<file path="config.mk">
export PLATFORM = sky130hd
export DESIGN_NAME = fmdds_seq
export DESIGN_NICKNAME = d
export VERILOG_FILES = /design/src/rtl/fmdds_pkg.sv /design/src/rtl/fmdds_tick_gen.sv /design/src/rtl/fmdds_word_calc.sv /design/src/rtl/fmdds_shifter.sv /design/src/rtl/fmdds_seq.sv
export SDC_FILE = /design/constraint.sdc
export NUM_CORES = 1
export LEC_CHECK = 0
export ABC_AREA = 1
export BUFFER_PORTS_ARGS = -buffer_cell sky130_fd_sc_hd__buf_4
export CORE_MARGIN = 8
export CORE_UTILIZATION = 50
export DETAILED_ROUTE_END_ITERATION = 8
export GPL_ROUTABILITY_DRIVEN = 0
export HOLD_SLACK_MARGIN = 0.05
export PLACE_DENSITY_LB_ADDON = 0.08
export SYNTH_ARGS = -nofsm -noshare
export SYNTH_HDL_FRONTEND = slang
export SYNTH_HIERARCHICAL = 1
export SYNTH_SLANG_ARGS = --single-unit
</file>
<file path="constraint.sdc">
create_clock -name clk -period 12 [get_ports clk]
set_clock_uncertainty 0.05 [all_clocks]
set_input_delay 1.8 -clock clk [delete_from_list [all_inputs] [get_ports clk]]
set_output_delay 1.8 -clock clk [all_outputs]
set_load 0.02 [all_outputs]
</file>
<file path="src/rtl/fmdds_pkg.sv">
package fmdds_pkg;

    localparam int SAMPLE_W = 12;
    localparam int WORD_W   = 32;
    localparam int CTRL_W   = 8;
    localparam int FRAME_W  = CTRL_W + WORD_W;
    localparam int CPH_FRAC = 24;

    typedef logic signed [SAMPLE_W-1:0] audio_t;

    typedef struct packed {
        logic [CTRL_W-1:0] ctrl;
        logic [WORD_W-1:0] dphase;
    } dds_frame_t;

    typedef enum logic [1:0] {
        SH_IDLE,
        SH_LOW,
        SH_HIGH
    } sh_state_e;

    // offset binary to two's complement: subtract mid-scale
    function automatic audio_t to_audio(input logic [SAMPLE_W-1:0] raw);
        return audio_t'({~raw[SAMPLE_W-1], raw[SAMPLE_W-2:0]});
    endfunction

endpackage

</file>
<file path="src/rtl/fmdds_tick_gen.sv">
module fmdds_tick_gen #(
    parameter int DIV = 2500
) (
    input  logic clk,
    input  logic rst,
    output logic tick
);
    localparam int CW = $clog2(DIV);

    logic [CW-1:0] cnt;

    always_ff @(posedge clk) begin
        if (rst) begin
            cnt  <= '0;
            tick <= 1'b0;
        end else if (cnt == CW'(DIV - 1)) begin
            cnt  <= '0;
            tick <= 1'b1;
        end else begin
            cnt  <= cnt + 1'b1;
            tick <= 1'b0;
        end
    end

    p_tick_single_r1: assert property (@(posedge clk) disable iff (rst)
        tick |=> !tick);

endmodule

</file>
<file path="src/rtl/fmdds_word_calc.sv">
module fmdds_word_calc
    import fmdds_pkg::*;
#(
    parameter longint unsigned DDS_CLK_HZ = 180_000_000,
    parameter longint unsigned CARRIER_HZ = 20_000_000,
    parameter longint unsigned DEV_HZ     = 5_000
) (
    input  logic                clk,
    input  logic                rst,
    input  logic                in_valid,
    input  logic [SAMPLE_W-1:0] in_raw,
    output logic                out_valid,
    output logic [WORD_W-1:0]   out_word
);
    localparam int FREQ_W   = 48;
    localparam int PROD_W   = FREQ_W + WORD_W;
    localparam int SCALE_SH = (SAMPLE_W - 1) + CPH_FRAC;
    localparam logic [63:0] K_FULL = (64'd1 << (WORD_W + CPH_FRAC)) / 64'(DDS_CLK_HZ);
    localparam logic [WORD_W-1:0] K_Q824 = WORD_W'(K_FULL);

    audio_t                    audio;
    logic signed [FREQ_W-1:0]  aud_x;
    logic signed [FREQ_W-1:0]  car_x;
    logic signed [FREQ_W-1:0]  dev_x;
    logic signed [FREQ_W-1:0]  freq_q;
    logic        [PROD_W-1:0]  prod;
    logic        [WORD_W-1:0]  word;

    always_comb begin
        audio  = to_audio(in_raw);
        aud_x  = audio;
        car_x  = FREQ_W'(CARRIER_HZ) <<< (SAMPLE_W - 1);
        dev_x  = FREQ_W'(DEV_HZ);
        freq_q = car_x + aud_x * dev_x;
        prod   = PROD_W'($unsigned(freq_q)) * PROD_W'(K_Q824);
        word   = WORD_W'(prod >> SCALE_SH);
    end

    always_ff @(posedge clk) begin
        if (rst) begin
            out_valid <= 1'b0;
            out_word  <= '0;
        end else begin
            out_valid <= in_valid;
            if (in_valid) out_word <= word;
        end
    end

    p_valid_single_r4: assert property (@(posedge clk) disable iff (rst)
        out_valid |=> !out_valid);

endmodule

</file>
<file path="src/rtl/fmdds_shifter.sv">
module fmdds_shifter
    import fmdds_pkg::*;
#(
    parameter int HALF = 6
) (
    input  logic       clk,
    input  logic       rst,
    input  logic       start,
    input  dds_frame_t frame,
    output logic       busy,
    output logic       sck,
    output logic       mosi
);
    localparam int HW = $clog2(HALF + 1);
    localparam int BW = $clog2(FRAME_W);

    sh_state_e            state;
    logic [FRAME_W-1:0]   shreg;
    logic [HW-1:0]        hcnt;
    logic [BW-1:0]        bits;

    assign busy = (state != SH_IDLE);
    assign mosi = shreg[FRAME_W-1];

    always_ff @(posedge clk) begin
        if (rst) begin
            state <= SH_IDLE;
            shreg <= '0;
            hcnt  <= '0;
            bits  <= '0;
            sck   <= 1'b0;
        end else begin
            unique case (state)
                SH_IDLE: begin
                    if (start) begin
                        shreg <= frame;
                        hcnt  <= '0;
                        bits  <= '0;
                        state <= SH_LOW;
                    end
                end
                SH_LOW: begin
                    if (hcnt == HW'(HALF - 1)) begin
                        hcnt  <= '0;
                        sck   <= 1'b1;
                        state <= SH_HIGH;
                    end else begin
                        hcnt <= hcnt + 1'b1;
                    end
                end
                SH_HIGH: begin
                    if (hcnt == HW'(HALF - 1)) begin
                        hcnt <= '0;
                        sck  <= 1'b0;
                        if (bits == BW'(FRAME_W - 1)) begin
                            state <= SH_IDLE;
                        end else begin
                            bits  <= bits + 1'b1;
                            shreg <= shreg << 1;
                            state <= SH_LOW;
                        end
                    end else begin
                        hcnt <= hcnt + 1'b1;
                    end
                end
                default: state <= SH_IDLE;
            endcase
        end
    end

    p_sck_idle_low_r7: assert property (@(posedge clk) disable iff (rst)
        !busy |-> !sck);

    p_mosi_hold_r7: assert property (@(posedge clk) disable iff (rst)
        (sck && $past(sck)) |-> $stable(mosi));

    p_start_when_idle_r10: assert property (@(posedge clk) disable iff (rst)
        start |-> !busy);

endmodule

</file>
<file path="src/rtl/fmdds_seq.sv">
module fmdds_seq
    import fmdds_pkg::*;
#(
    parameter longint unsigned CLK_HZ     = 100_000_000,
    parameter longint unsigned TICK_HZ    = 40_000,
    parameter longint unsigned SCK_HZ     = 8_000_000,
    parameter longint unsigned DDS_CLK_HZ = 180_000_000,
    parameter longint unsigned CARRIER_HZ = 20_000_000,
    parameter longint unsigned DEV_HZ     = 5_000
) (
    input  logic                       clk,
    input  logic                       rst,
    output logic                       adc_start,
    input  logic                       adc_done,
    input  logic [SAMPLE_W-1:0]        adc_data,
    output logic                       dds_sck,
    output logic                       dds_mosi,
    output logic                       dds_latch,
    input  logic                       minmax_clr,
    output logic signed [SAMPLE_W-1:0] audio_min,
    output logic signed [SAMPLE_W-1:0] audio_max,
    output logic                       overrun
);
    localparam int TICK_DIV = int'(CLK_HZ / TICK_HZ);
    localparam int SCK_HALF = (CLK_HZ / (2 * SCK_HZ)) < 1 ? 1 : int'(CLK_HZ / (2 * SCK_HZ));
    localparam audio_t AUD_TOP = audio_t'({1'b0, {(SAMPLE_W-1){1'b1}}});
    localparam audio_t AUD_BOT = audio_t'({1'b1, {(SAMPLE_W-1){1'b0}}});

    logic              tick;
    logic              calc_valid;
    logic [WORD_W-1:0] calc_word;
    logic              sh_busy;
    logic              link_busy;
    logic              accept;
    dds_frame_t        frame;
    audio_t            audio_now;

    assign link_busy = sh_busy | calc_valid;
    assign accept    = adc_done & ~link_busy;
    assign audio_now = to_audio(adc_data);

    always_comb begin
        frame.ctrl   = '0;
        frame.dphase = calc_word;
    end

    fmdds_tick_gen #(.DIV(TICK_DIV)) u_tick (
        .clk  (clk),
        .rst  (rst),
        .tick (tick)
    );

    fmdds_word_calc #(
        .DDS_CLK_HZ (DDS_CLK_HZ),
        .CARRIER_HZ (CARRIER_HZ),
        .DEV_HZ     (DEV_HZ)
    ) u_calc (
        .clk       (clk),
        .rst       (rst),
        .in_valid  (accept),
        .in_raw    (adc_data),
        .out_valid (calc_valid),
        .out_word  (calc_word)
    );

    fmdds_shifter #(.HALF(SCK_HALF)) u_shift (
        .clk   (clk),
        .rst   (rst),
        .start (calc_valid),
        .frame (frame),
        .busy  (sh_busy),
        .sck   (dds_sck),
        .mosi  (dds_mosi)
    );

    // sample-edge sequencing: conversion request, latch commit, overrun
    always_ff @(posedge clk) begin
        if (rst) begin
            adc_start <= 1'b0;
            dds_latch <= 1'b1;
            overrun   <= 1'b0;
        end else begin
            adc_start <= tick;
            if (tick) begin
                if (link_busy) overrun   <= 1'b1;
                else           dds_latch <= 1'b1;
            end
            if (adc_done && link_busy) overrun <= 1'b1;
            if (calc_valid) dds_latch <= 1'b0;
        end
    end

    // running extremes of the signed audio value
    always_ff @(posedge clk) begin
        if (rst || minmax_clr) begin
            audio_min <= AUD_TOP;
            audio_max <= AUD_BOT;
        end else if (adc_done) begin
            if (audio_now < audio_min) audio_min <= audio_now;
            if (audio_now > audio_max) audio_max <= audio_now;
        end
    end

    p_latch_rise_start_r2: assert property (@(posedge clk) disable iff (rst)
        $rose(dds_latch) |-> adc_start);

    p_latch_low_shift_r6: assert property (@(posedge clk) disable iff (rst)
        sh_busy |-> !dds_latch);

    p_overrun_sticky_r9: assert property (@(posedge clk) disable iff (rst)
        overrun |=> overrun);

    p_busy_edge_holds_latch_r9: assert property (@(posedge clk) disable iff (rst)
        (tick && sh_busy) |=> !dds_latch);

endmodule

</file>
Word level (Yosys, flattened, before mapping)
Index checks and enable logic that the tools add are counted.
{ "word_totals": {"ff_bits": 125, "word_cells": 82, "in_bits": 16} }
{ "op_classes": {"muxes": 26, "bitwise_logic": 4, "n_mul": 2, "n_addsub": 4, "n_reduce_logical": 20, "n_lt_le_gt_ge": 2, "n_eq_ne": 10} }
{ "ops": {"columns": ["op", "n"], "rows": [
  ["40-bit two-way mux", 3],
  ["40-bit one-hot mux with 2 select lines", 1],
  ["48-bit by 28-bit multiplier with 66-bit output, second input constant", 1],
  ["37-bit by 48-bit adder with 48-bit output, first input constant", 1],
  ["12-bit by 11-bit multiplier with 23-bit output, second input constant", 1],
  ["6-bit two-way mux", 3],
  ["2-bit nonzero test", 7],
  ["12-bit by 1-bit adder with 12-bit output, second input constant", 1],
  ["12-bit == test, second input constant", 1],
  ["12-bit greater-than comparator", 1],
  ["12-bit < comparator", 1],
  ["6-bit one-hot mux with 2 select lines", 1],
  ["1-bit two-way mux", 10],
  ["2-bit AND reduction", 5],
  ["6-bit by 1-bit adder with 6-bit output, second input constant", 1],
  ["6-bit == test, second input constant", 1],
  ["2-bit two-way mux", 3],
  ["3-bit two-way mux", 2],
  ["2-bit by 1-bit inequality test with 1-bit output, second input constant", 3],
  ["2-bit one-hot mux with 3 select lines", 1],
  ["3-bit one-hot mux with 2 select lines", 1],
  ["3-bit AND reduction", 2],
  ["2-bit inequality test, second input constant", 2],
  ["4-bit AND reduction", 1],
  ["12 further kinds", 14]
]} }

Logic depth before layout (Yosys ltp)
{ "depth": {"ltp_word": 5, "ltp_mapped": 54, "mapped_depth_nobuf": 54} }

Hierarchy
Netlist, hierarchy kept.
{ "modules_own_cells": {"columns": ["mod", "area_each_um2", "cells_each", "n_inst"], "rows": [
  ["fmdds_word_calc", 19424.9, 2432, 1],
  ["fmdds_shifter", 2742.6, 370, 1],
  ["fmdds_seq", 2054.5, 265, 1],
  ["fmdds_tick_gen", 611.8, 82, 1]
]} }

Worst setup path after synthesis
Ideal clock, no wire load.
{ "synth_timing": {"kind": "input-to-reg", "from": "input adc_data[11]", "to": "register u_calc.out_word[16]", "t_arrival_ns": 10.775, "cell_stages": 45, "n_path_buf": 0, "slack_ns": 1.066, "cell_sequence": "inv_1 ha_1 inv_1 ha_1 inv_1 fa_1 fa_1 fa_1 inv_1 ha_1 inv_1 o21bai_1 nor2_2 nand3_1 nand2_1 ha_1 inv_1 nand3_2 (+9 left out) inv_1 fa_1 fa_1 fa_1 inv_1 ha_1 a21oi_1 nor2_1 nor2_1 nor2_1 nor2_1 nand2_1 nand2_1 nand3_1 nand2_1 nand3_1 nand2_1 inv_1"} }
{ "synth_between": {"elab_chain_cells": 4} }
{ "synth_lines": {"columns": ["item", "line_no", "source"], "rows": [
  ["from (decl)", "fmdds_seq.sv:15", "input logic [SAMPLE_W-1:0] adc_data,"],
  ["1-bit inverter", "fmdds_pkg.sv:24", "return audio_t'({~raw[SAMPLE_W-1], raw[SAMPLE_W-2:0]});"],
  ["12-bit by 11-bit multiplier with 23-bit output", "fmdds_word_calc.sv:34", "freq_q = car_x + aud_x * dev_x;"],
  ["37-bit by 48-bit adder with 48-bit output", "fmdds_word_calc.sv:34", null],
  ["48-bit by 28-bit multiplier with 66-bit output", "fmdds_word_calc.sv:35", "prod = PROD_W'($unsigned(freq_q)) * PROD_W'(K_Q824);"],
  ["to (signal assigned)", "fmdds_word_calc.sv:45", "if (in_valid) out_word <= word;"],
  ["to (decl)", "fmdds_word_calc.sv:13", "output logic [WORD_W-1:0] out_word"]
]} }
No other way between the ends.
A chain may end at the register's enable or synchronous reset.

Worst setup path after layout
{ "layout_timing": {"from": "input adc_data[8]", "to": "register u_calc.out_word[10]"} }
{ "layout_between": {"elab_chain_cells": 3} }
{ "layout_lines": {"columns": ["item", "line_no"], "rows": [
  ["12-bit by 11-bit multiplier with 23-bit output", "fmdds_word_calc.sv:34"],
  ["37-bit by 48-bit adder with 48-bit output", "fmdds_word_calc.sv:34"],
  ["48-bit by 28-bit multiplier with 66-bit output", "fmdds_word_calc.sv:35"]
]} }
No other way between the ends.

==> results.py <==
metrics = {
    "status": {
        "status": "finished clean",
    },
    "critical_path": {
        "cp-end-kind": "flop",
        "path_class": "in2reg",
        "crit_buf_inv": 11,
        "crit_top_cell": "inv_1",
        "cp.required_ns": 12.27,
        "crit_fanout": 9,
        "arrival_ns": 11.63,
        "crit_path_max_incr_delay_ns": 0.61,
        "worstSetupStartpointType": "input port",
        "crit_path_top_delay_cell": "fa_1",
        "crit_family": "adder cells",
    },
    "detailed_routing": {
        "ant_nets": 0,
        "vias": 19590,
        "wire_per_inst_um": 17.3,
        "drc_errors": 0,
        "viasPerCell": 5.03,
        "first_pass_iters": 7,
        "routed_wl_mm": 67.3,
        "drt_iter0_drc": 1200,
    },
    "timing": {
        "timing.slew.headroom_pct": 47.3,
        "fin_crit_ns": 11.36,
        "finalHoldViolCount": 0,
        "finalSetupViolCount": 0,
        "fin_setup_tns_ns": 0,
        "slew_violations": 0,
        "tightest_slew_ns": 0.791,
        "fmax_mhz": 88.0,
        "setup_ws_ns": 0.640,
        "final.period_utilization_pct": 94.7,
        "rsz0062_at_grt": "no",
    },
    "finish": {
        "n_antenna_cell": 0,
        "drive_gt1_share_pct": 7.98,
        "final_common_cell": "inv_1",
        "nFillCells": 4718,
        "finalNonFillerCells": 3897,
        "final-seq-area_um2": 2380,
        "multiInputGateArea_um2": 18700,
        "syn_to_final_growth_pct": 7.08,
        "fin_nets": 3971,
        "mostFrequentLayoutCells": "inv_1, nand2_1, fa_1, ha_1, nor2_1",
    },
    "placed_design": {
        "port-buffer-count": 44,
        "dpl.hpwl_mm": 58.7,
        "dp_cells": 3865,
        "dp_slack_ns": 0.251,
    },
    "cts": {
        "clockBufferDepth": 2,
        "clock-sinks": 119,
        "insertion_delay_ns": 0.43,
        "clk_transition_reported_paths_ns": 0.06,
        "numCtsBuffers": 17,
        "cts_hold_buffers": 0,
        "cts_max_level": 4,
        "cts_tree": "built",
        "post_cts_buffers": 0,
        "root_buffer": "clkbuf_16",
        "cts.repair.resized": 0,
    },
    "die": {
        "core_area_um2": 49000,
        "rows": 81,
        "die_w_um": 239,
        "initial_utilization_pct": 50.7,
        "die-height_um": 239,
        "pin_count": 45,
        "dieArea_um2": 57100,
    },
    "grt": {
        "grt_pass1_vias": 20891,
        "grtUsageTotal_pct": 24.9,
        "antenna_found_initial": 0,
        "grt_first_pass_wirelength_mm": 111,
        "grt_overflow": 0,
        "grt_max_degree": 51,
    },
    "yosys": {
        "yosysWarnings": 6,
        "synth_seq_cells": 119,
        "synth_edf_count": 0,
        "syn_area_um2": 24800,
        "synth_flop_cell": "dfxtp_1",
        "synth_cells": 3149,
        "synth.distinct_cells": 56,
        "ys_seq_area_share_pct": 9.59,
        "syn_area_per_cell_um2": 7.89,
        "synth-async-reset-ratio_pct": 0,
    },
    "hold_path": {
        "hold_class": "reg2reg",
    },
    "flow_run": {
        "max_cap_viol_count": 0,
    },
}
## synth_stat cells, types with 4 or more instances
| cell | number | area [µm²] |
|---|---|---|
| inv_1 | 909 | 3410 |
| nand2_1 | 529 | 1990 |
| fa_1 | 391 | 7830 |
| ha_1 | 344 | 4300 |
| nor2_1 | 272 | 1020 |
| nand3_1 | 132 | 661 |
| dfxtp_1 | 119 | 2380 |
| a21oi_1 | 89 | 445 |
| o21ai_0 | 42 | 210 |
| mux2i_1 | 39 | 390 |
| nand2_2 | 34 | 213 |
| nand4_1 | 31 | 194 |
| nand3_2 | 28 | 280 |
| a21oi_2 | 18 | 158 |
| nor2_2 | 18 | 113 |
| o21bai_1 | 15 | 113 |
| nor3_1 | 14 | 70.1 |
| xor2_1 | 13 | 114 |
| buf_4 | 11 | 82.6 |
| clkbuf_1 | 11 | 41.3 |
| buf_6 | 10 | 113 |
| inv_2 | 8 | 30.0 |
| buf_2 | 7 | 35.0 |
| nand2_4 | 6 | 67.6 |
| buf_1 | 4 | 15.0 |
| xnor2_1 | 4 | 35.0 |
## worst reg2reg max path, stage by stage, from the launching register on
cell and delay, ns:
dfxtp_1 0.35, inv_1 0.11, ha_2 0.17, buf_4 0.59
inv_1 0.31, nand2_1 0.18, nand3_4 0.44, nand2_2 0.35
inv_4 0.21, nor2_1 0.17, nor2_1 0.06
## metal layers
metal  share of wire, %  up-vias  track usage [%]
li1                   -     9478                -
met1                 44     9416             33.2
met2                 46      570             41.1
met3                5.8      126             3.22
met4                3.9        0             9.02
met5                  0        -                0
## sequential cells by signal, indices dropped and copies added (netlist names), 2 cells and up
register and count:
u_shift/state 2, u_shift/hcnt 3, audio_max 12, u_calc/out_word 26, u_shift/bits 6, audio_min 12, u_shift/shreg 40, u_tick/cnt 12
## logic make-up after synthesis
group / Yosys count / share of synthesized area, %
xor gates and xnor gates: 20 / 0.841
AOI/OAI and AO/OA: 182 / 4.26
and+or+nand+nor: 1087 / 19.5
adders and majority gates: 735 / 48.9
muxes: 39 / 1.57
DFF: 119 / 9.59
other: 2 / 0.0302
buffers and inverters: 965 / 15.3
## path summary, 6_finish.rpt
kind	from	endpoint	slack (ns)	cells after the start
max	adc_data[8]	u_calc/out_word[10]	0.64	41
min	u_tick/tick	adc_start	0.40	2
max reg2reg	u_shift/state[0]	u_shift/shreg[1]	8.90	10
min reg2reg	u_tick/tick	adc_start	0.40	2
## final cells by class
type / count / share of cell area (%)
multi-input combinational: 2075 / 70.3
inverter: 918 / 13.0
sequential: 119 / 8.96
tap: 664 / 3.12
timing repair buffer: 89 / 2.51
clock buffer: 18 / 1.65
clock inverter: 14 / 0.466
## stage by stage
stage	hold slack, ns	area [µm²]	util (%)
2_1_floorplan	0.372	24900	-
3_3_place_gp	0.398	26000	53.2
3_5_place_dp	0.396	26000	53.2
4_1_cts	0.401	26600	54.3
5_1_grt	0.440	26600	54.3
6_report	0.397	26600	54.3
Power is left out: the tool's default activity adds up to more than one toggle a clock period on the data nets, which glitch-free logic cannot reach.
